$ cat config.mk
export PLATFORM = sky130hd
export DESIGN_NAME = frame_ingress_capture
export DESIGN_NICKNAME = d
export VERILOG_FILES = /design/src/rtl/ingress_pkg.sv /design/src/rtl/ingress_cycle_counter.sv /design/src/rtl/ingress_space_monitor.sv /design/src/rtl/ingress_frame_tracker.sv /design/src/rtl/frame_ingress_capture.sv
export SDC_FILE = /design/constraint.sdc
export NUM_CORES = 1
export LEC_CHECK = 0
export BUFFER_PORTS_ARGS = -buffer_cell sky130_fd_sc_hd__clkbuf_2
export CORE_ASPECT_RATIO = 0.5
export CORE_MARGIN = 5
export CORE_UTILIZATION = 49
export CTS_CLUSTER_DIAMETER = 120
export DETAILED_ROUTE_END_ITERATION = 10
export PLACE_DENSITY = 0.88
export RECOVER_POWER = 100
export SLEW_MARGIN = 20
export SYNTH_ARGS = -nofsm -noshare
export SYNTH_HDL_FRONTEND = slang
export SYNTH_HIERARCHICAL = 1
export SYNTH_SLANG_ARGS = --single-unit
export TNS_END_PERCENT = 20
$ cat constraint.sdc
create_clock -name clk -period 2.8 [get_ports clk]
set_input_delay 0.56 -clock clk [delete_from_list [all_inputs] [get_ports clk]]
set_output_delay 0.56 -clock clk [all_outputs]
set_load 0.1 [all_outputs]
$ cat src/rtl/ingress_pkg.sv
package ingress_pkg;

    localparam int WORD_W     = 32;
    localparam int EMPTY_W    = 2;
    localparam int TS_W       = 32;
    localparam int CNT_W      = 16;
    localparam int BEAT_BYTES = WORD_W / 8;
    localparam int DESC_W     = TS_W + CNT_W;

    typedef struct packed {
        logic [TS_W-1:0]  release_time;
        logic [CNT_W-1:0] byte_count;
    } frame_desc_t;

    // bytes carried by one accepted beat
    function automatic logic [CNT_W-1:0] beat_bytes(input logic last,
                                                    input logic [EMPTY_W-1:0] empty);
        logic [CNT_W-1:0] full_b;
        full_b = CNT_W'(BEAT_BYTES);
        if (last)
            return full_b - CNT_W'(empty);
        return full_b;
    endfunction

endpackage

$ cat src/rtl/ingress_cycle_counter.sv
module ingress_cycle_counter
    import ingress_pkg::*;
(
    input  logic            clk,
    input  logic            rst,
    output logic [TS_W-1:0] now
);

    always_ff @(posedge clk) begin
        if (rst)
            now <= '0;
        else
            now <= now + 1'b1;
    end

endmodule

$ cat src/rtl/ingress_space_monitor.sv
module ingress_space_monitor #(
    parameter int FIFO_WORDS = 1024,
    parameter int HEAD_WORDS = 380,
    parameter int LVL_W      = 11
) (
    input  logic [LVL_W-1:0] level,
    output logic             room_ok
);

    localparam logic [LVL_W:0] DEPTH_L = (LVL_W+1)'(FIFO_WORDS);
    localparam logic [LVL_W:0] HEAD_L  = (LVL_W+1)'(HEAD_WORDS);

    logic [LVL_W:0] free_w;

    always_comb begin
        free_w  = DEPTH_L - {1'b0, level};
        room_ok = ({1'b0, level} <= DEPTH_L) && (free_w >= HEAD_L);
    end

endmodule

$ cat src/rtl/ingress_frame_tracker.sv
module ingress_frame_tracker
    import ingress_pkg::*;
(
    input  logic               clk,
    input  logic               rst,
    input  logic               soft_rst,
    input  logic               take,
    input  logic               sop,
    input  logic               eop,
    input  logic [EMPTY_W-1:0] empty,
    input  logic [TS_W-1:0]    now,
    input  logic [TS_W-1:0]    delay,
    output logic               in_frame,
    output logic               keep,
    output logic               desc_valid,
    output frame_desc_t        desc
);

    logic [CNT_W-1:0] run_count;
    logic [TS_W-1:0]  run_release;
    logic [CNT_W-1:0] add_b;
    logic [CNT_W-1:0] next_count;
    logic [TS_W-1:0]  next_release;

    always_comb begin
        keep         = take && (sop || in_frame) && !soft_rst;
        add_b        = beat_bytes(eop, empty);
        next_count   = sop ? add_b : (run_count + add_b);
        next_release = sop ? (now + delay) : run_release;
    end

    always_ff @(posedge clk) begin
        if (rst || soft_rst) begin
            in_frame    <= 1'b0;
            run_count   <= '0;
            run_release <= '0;
            desc_valid  <= 1'b0;
            desc        <= '0;
        end else begin
            desc_valid <= 1'b0;
            if (keep) begin
                run_count   <= next_count;
                run_release <= next_release;
                if (eop) begin
                    in_frame          <= 1'b0;
                    desc_valid        <= 1'b1;
                    desc.release_time <= next_release;
                    desc.byte_count   <= next_count;
                end else begin
                    in_frame <= 1'b1;
                end
            end
        end
    end

endmodule

$ cat src/rtl/frame_ingress_capture.sv
module frame_ingress_capture
    import ingress_pkg::*;
#(
    parameter int FIFO_WORDS      = 1024,
    parameter int MAX_FRAME_BYTES = 1518,
    localparam int HEAD_WORDS     = (MAX_FRAME_BYTES + BEAT_BYTES - 1) / BEAT_BYTES,
    localparam int LVL_W          = $clog2(FIFO_WORDS + 1)
) (
    input  logic               clk,
    input  logic               rst,
    input  logic               soft_rst,
    input  logic [TS_W-1:0]    delay_cfg,
    input  logic [WORD_W-1:0]  snk_data,
    input  logic               snk_valid,
    input  logic               snk_sop,
    input  logic               snk_eop,
    input  logic [EMPTY_W-1:0] snk_empty,
    output logic               snk_ready,
    input  logic [LVL_W-1:0]   fifo_level,
    output logic               dat_wr_en,
    output logic [WORD_W-1:0]  dat_wr_data,
    output logic               desc_wr_en,
    output logic [DESC_W-1:0]  desc_wr_data
);

    logic            room_ok;
    logic            in_frame;
    logic            keep;
    logic            take;
    logic [TS_W-1:0] now;
    frame_desc_t     desc;

    ingress_cycle_counter u_clock (
        .clk (clk),
        .rst (rst),
        .now (now)
    );

    ingress_space_monitor #(
        .FIFO_WORDS (FIFO_WORDS),
        .HEAD_WORDS (HEAD_WORDS),
        .LVL_W      (LVL_W)
    ) u_space (
        .level   (fifo_level),
        .room_ok (room_ok)
    );

    // a frame in flight keeps ready high so it always completes
    assign snk_ready = in_frame || room_ok;
    assign take      = snk_valid && snk_ready;

    ingress_frame_tracker u_track (
        .clk        (clk),
        .rst        (rst),
        .soft_rst   (soft_rst),
        .take       (take),
        .sop        (snk_sop),
        .eop        (snk_eop),
        .empty      (snk_empty),
        .now        (now),
        .delay      (delay_cfg),
        .in_frame   (in_frame),
        .keep       (keep),
        .desc_valid (desc_wr_en),
        .desc       (desc)
    );

    assign dat_wr_en    = keep;
    assign dat_wr_data  = snk_data;
    assign desc_wr_data = desc;

endmodule

Yosys cells after proc, flatten, opt, wreduce, memory -nomap -nowiden
Cells that the tools add are included.
Storage, ports and cells
  bits in registers: 130
  input bits: 83
  output and inout bits: 83
  logic and storage cells: 31
Cells by class
  add/sub/neg operators: 5
  magnitude comparators: 2
  multiplexer cells: 6
  bitwise logic cells: 1
  reductions and logical operators: 10
Operator list (number)
  16-bit two-way mux: 3
  32-bit by 1-bit adder with 32-bit output, second input constant: 1
  32-bit adder: 1
  32-bit two-way mux: 1
  16-bit adder: 1
  12-bit by 9-bit greater-or-equal comparator with 1-bit output, second input constant: 1
  11-bit by 11-bit subtractor with 12-bit output, first input constant: 1
  11-bit less-or-equal comparator, second input constant: 1
  1-bit logical AND: 4
  3-bit by 2-bit subtractor with 4-bit output, first input constant: 1
  1-bit logical OR: 3
  1-bit two-way mux: 2
  2-bit AND reduction: 1
  2-bit OR reduction: 1
  1-bit logical NOT: 1
  1-bit inverter: 1

Logic depth before layout (Yosys ltp)
  depth in word-level cells: 9
  depth in mapped cells: 14
  depth with buffers taken out: 14

Hierarchy
Netlist, hierarchy kept.
Modules (own cells, without submodules)
  ingress_frame_tracker: times used 1, cells each 671, area an instance 5489.0 µm², sequential area each 1961.9 µm²
  ingress_cycle_counter: times used 1, cells each 168, area an instance 1475.2 µm², sequential area each 640.6 µm²
  frame_ingress_capture: times used 1, cells each 34, area an instance 254.0 µm², sequential area each 0.0 µm²
  ingress_space_monitor: times used 1, cells each 5, area an instance 38.8 µm², sequential area each 0.0 µm²

Worst setup path before layout
OpenSTA, ideal clock, no wires.
  path kind: in2reg
  start: input port fifo_level[4]
  end: register, netlist name u_track/desc[23]
  setup time: 114 ps
  data arrival time: 3436 ps
  required time: 2686 ps
  setup slack: -749 ps
  stages on the path: 10
  path buffers: 0
  path through: nor4_2 a21oi_1 a211oi_2 o21a_1 o21ai_0 nor2_1 nand2_1 and3_1 a21oi_1 nor2_1
On the way
  longest elaborated chain between the ends: 8
  elaborated cells on any way between the ends: 9
  classes of those cells: 1 x add/sub; 2 x order compare; 6 x reduce/logical
Ends and longest elaborated chain
  start: declaration: RTL line frame_ingress_capture.sv:19  | input logic [LVL_W-1:0] fifo_level,
  11-bit by 11-bit subtractor with 12-bit output: RTL line ingress_space_monitor.sv:16  | free_w = DEPTH_L - {1'b0, level};
  12-bit by 9-bit greater-or-equal comparator with 1-bit output: RTL line ingress_space_monitor.sv:17  | room_ok = ({1'b0, level} <= DEPTH_L) && (free_w >= HEAD_L);
  1-bit logical AND *: RTL line ingress_space_monitor.sv:17
  net room_ok: RTL line frame_ingress_capture.sv:26  | logic room_ok;
  1-bit logical OR *: RTL line frame_ingress_capture.sv:49  | assign snk_ready = in_frame || room_ok;
  1-bit logical AND *: RTL line frame_ingress_capture.sv:50  | assign take = snk_valid && snk_ready;
  net take: RTL line frame_ingress_capture.sv:29  | logic take;
  1-bit logical AND * (2 in series): RTL line ingress_frame_tracker.sv:26  | keep = take && (sop || in_frame) && !soft_rst;
  net dat_wr_en: RTL line frame_ingress_capture.sv:20  | output logic dat_wr_en,
  2-bit AND reduction (no source line) *
The timed path passes the listed nets; every way through them passes the cells marked *.
A chain may end at the register's enable or synchronous reset.

Final worst setup path
  start: register u_clock.now[4]
  end: register, netlist name u_track/desc[33]
On the way
  longest elaborated chain between the ends: 2
Ends and longest elaborated chain
  start: declaration: RTL line ingress_cycle_counter.sv:6  | output logic [TS_W-1:0] now
  start signal: assignment: RTL line ingress_cycle_counter.sv:13  | now <= now + 1'b1;
  32-bit adder: RTL line ingress_frame_tracker.sv:29  | next_release = sop ? (now + delay) : run_release;
  32-bit two-way mux: RTL line ingress_frame_tracker.sv:29
No other way between the ends.

==> impl_metrics.env <==
export IMPL_finalWeightedCongestion=0.879
export IMPL_use_met3_pct=4.91
export IMPL_pwr_share_clk_pct=51.0
export IMPL_status="complete, but fails checks"
export IMPL_cp_num_cells=10
export IMPL_synth_common_cells="dfxtp_1, nand2_1, a21oi_1"
export IMPL_p_switching_mw=1.19
export IMPL_hold_ws_ps=457
export IMPL_power_density_mw_per_mm2=532
export IMPL_wire_per_inst_um=17.4
export IMPL_root_buffer="clkbuf_16"
export IMPL_synth_avg_cell_area_um2=8.27
export IMPL_dr_pass1_iters=7
export IMPL_crit_path_max_fanout=4
export IMPL_syn_inst=878
export IMPL_r2r_slack_ps=100
export IMPL_tns_ps=0
export IMPL_cp_start_kind="flop"
export IMPL_clkTransAtPathRegs_ps=60
export IMPL_ant_nets=0
export IMPL_num_io_pins=166
export IMPL_final_nets=1114
export IMPL_clk_path_buf_depth=2
export IMPL_grt_ovfl_total=0
export IMPL_grt_pass1_vias=7065
export IMPL_crit_slowest_cell="ha_1"
export IMPL_worstMarginPinSlew_ps=1530
export IMPL_die_w_um=182
export IMPL_use_met2_pct=41.1
export IMPL_synth_cell_types=68
export IMPL_skew_ps=8.87
export IMPL_max_freq_ghz=0.370
export IMPL_power_frac_seq_pct=40.2
export IMPL_n_fill_cell=1208
export IMPL_fin_area_mm2=0.00876
export IMPL_coreArea_mm2=0.0145
export IMPL_die_area_mm2=0.0175
export IMPL_synth_area_leaders="dfxtp_1, a21oi_1, ha_1"
export IMPL_antenna_found_initial=0
export IMPL_r2r_start="u_clock/now[4]"
export IMPL_fin_crit_ps=2700
export IMPL_finalHoldViolations=0
export IMPL_portBuffers=101
export IMPL_crit_chain="ha_1 -> a21o_1 -> o21bai_1 -> o211ai_1 -> a21boi_2 -> a311oi_1 -> o21bai_1 -> xor2_2 -> mux2i_2 -> o21ai_1"
export IMPL_synth_edf_count=0
export IMPL_grt_max_degree=47
export IMPL_vias=7040
export IMPL_yosysSeqAreaShare_pct=35.9
export IMPL_synthArstFlopShare_pct=0
export IMPL_hold_path_depth=2
export IMPL_grt_setup_unrepaired="true"
export IMPL_post_dp_cell_area_mm2=0.00812
export IMPL_synth_top_area_share_pct=35.9
export IMPL_antenna_cells=0
export IMPL_drive_gt1_share_pct=18.2
export IMPL_clk_latency_ps=420
export IMPL_row_count=31
export IMPL_totalWireLength_um=21000
export IMPL_yosysWarnings=6
export IMPL_slew_headroom_pct=-2.02
export IMPL_min_path_type="reg2reg"
export IMPL_post_route_period_util_pct=96.5
export IMPL_synth_area_mm2=0.00726
export IMPL_cp_arrival_ps=3010
export IMPL_power_mw=4.66
export IMPL_drcViolationCount=0
export IMPL_fin_util_pct=60.4
export IMPL_worst_setup_path_end_kind="flop"
export IMPL_track_usage_pct=23.6
export IMPL_crit_family="compound AO/OA/AOI/OAI gates"
export IMPL_switching_share_pct=25.5
export IMPL_ir_drop_mv=0.451
export IMPL_start_util_pct=50.0
export IMPL_min_from="u_track/desc[44]"
export IMPL_busiest_layer="met2"
export IMPL_intPower_mw=3.47
export IMPL_clock_sinks=130
export IMPL_dpl_hpwl_um=14600
export IMPL_cap_viol_max_count=1
export IMPL_violations="capacitance limit, slew limit"
export IMPL_cts_tree="done"
export IMPL_setup_worst_path_start="u_clock/now[4]"
export IMPL_cellLeakagePower_nw=3.56
export IMPL_drtIter0Drc=681
export IMPL_slew_violations=37
export IMPL_r2r_cells=10
export IMPL_met1_usage_pct=27.4
export IMPL_cts_max_level=4
export IMPL_crit_buf_inv=0
export IMPL_syn_nets=999
export IMPL_timing_worst_setup_path_type="reg2reg"
export IMPL_pwr_share_comb_pct=8.8
export IMPL_die_h_um=96.1
export IMPL_cp_required_ps=3110
export IMPL_max_stage_delay_ps=360
export IMPL_ys_ff_latch=130
export IMPL_synthToLayoutAreaGrowth_pct=20.7
export IMPL_ys_flop_type="dfxtp_1"
export IMPL_synth_most_common_cell="dfxtp_1"
export IMPL_cts_buffers=17
export IMPL_setup_violations_final=0
export IMPL_grt_pass1_wl_um=33400
export IMPL_viasPerCell=5.85
export IMPL_synth_top_area_cell="dfxtp_1"
export IMPL_crit_path_frequent_cell="o21bai_1"
==> layout make-up <==
type	count	area (um^2)	area share, %
Inverter	25	93.8	1.07
Multi-Input combinational cell	647	4220	48.2
Clock inverter	14	189	2.16
Sequential cell	130	2610	29.8
Timing Repair Buffer	172	962	11.0
Tap cell	198	248	2.83
Clock buffer	18	439	5.01
==> placed cells by master, fill, tap and decap left out, types with 6 or more instances in the layout <==
| master | count |
|---|---|
| nor3_1 | 9 |
| o21ai_0 | 44 |
| o31ai_1 | 13 |
| xnor2_1 | 29 |
| nand2_1 | 111 |
| a211oi_1 | 12 |
| a22oi_1 | 6 |
| inv_1 | 25 |
| xor2_1 | 20 |
| nand4_1 | 11 |
| clkbuf_2 | 51 |
| nor2_1 | 71 |
| dfxtp_1 | 126 |
| buf_4 | 62 |
| nor2b_1 | 11 |
| inv_6 | 6 |
| a22o_1 | 21 |
| clkbuf_1 | 57 |
| ha_1 | 33 |
| nand3_1 | 16 |
| mux2i_1 | 17 |
| a21o_1 | 17 |
| or3_1 | 10 |
| or4_1 | 14 |
| clkbuf_16 | 17 |
| a21oi_1 | 93 |
==> through the flow <==
step                instances  worst slack [ps]
floorplan                 878             -61.0
global placement         1171              -159
detailed placement       1171              -273
CTS                      1203              1.52
global route             1204             -43.0
finish                   1204              97.2
==> cell families after synthesis <==
family	synth area share (%)
buf+inv	7.31
fa+ha+maj	6.76
xor+xnor	6.28
mux	3.26
compound gates	21.9
simple gates	18.6
flops	35.9
==> worst paths after layout <==
kind	endpoint
setup / recovery	u_track/desc[33]
hold / removal	u_track/desc[44]
setup reg to reg	u_track/desc[33]
hold reg to reg	u_track/desc[44]
==> sequential cells by signal, summed over array words and instances, names as in the netlist <==
signal	count
u_clock/now	32
u_track/desc	48
u_track/desc_valid	1
u_track/in_frame	1
u_track/run_count	16
u_track/run_release	32
==> metal layers <==
metal / wire length (um) / up-vias
met1: 8790 / 3329
met2: 10100 / 293
li1: - / 3330
met5: 0 / -
met4: 728 / 0
met3: 1300 / 88
==> tightest hold or removal path, stage by stage, from the launching register on <==
cell	delay, ps
dfxtp_1	320
nand2_1	40
o21ai_0	60
==> power groups by stage <==
stage	Clock (mW)	Combinational [mW]	Sequential, mW
final	2.38	0.411	1.87
after global routing	2.48	0.442	1.87
after detailed placement	0	0.390	1.91
after global placement	0	0.376	1.91
after CTS	2.40	0.397	1.87
after floorplan	0	0.433	1.93
==> what timing repair did <==
item,CTS,global route
pin swaps,0,10
buffers inserted,0,1
gates resized for setup,1,22
hold buffers,0,0
endpoints found under the setup margin,3,28
Note: power is estimated with default switching activity, not from simulation.
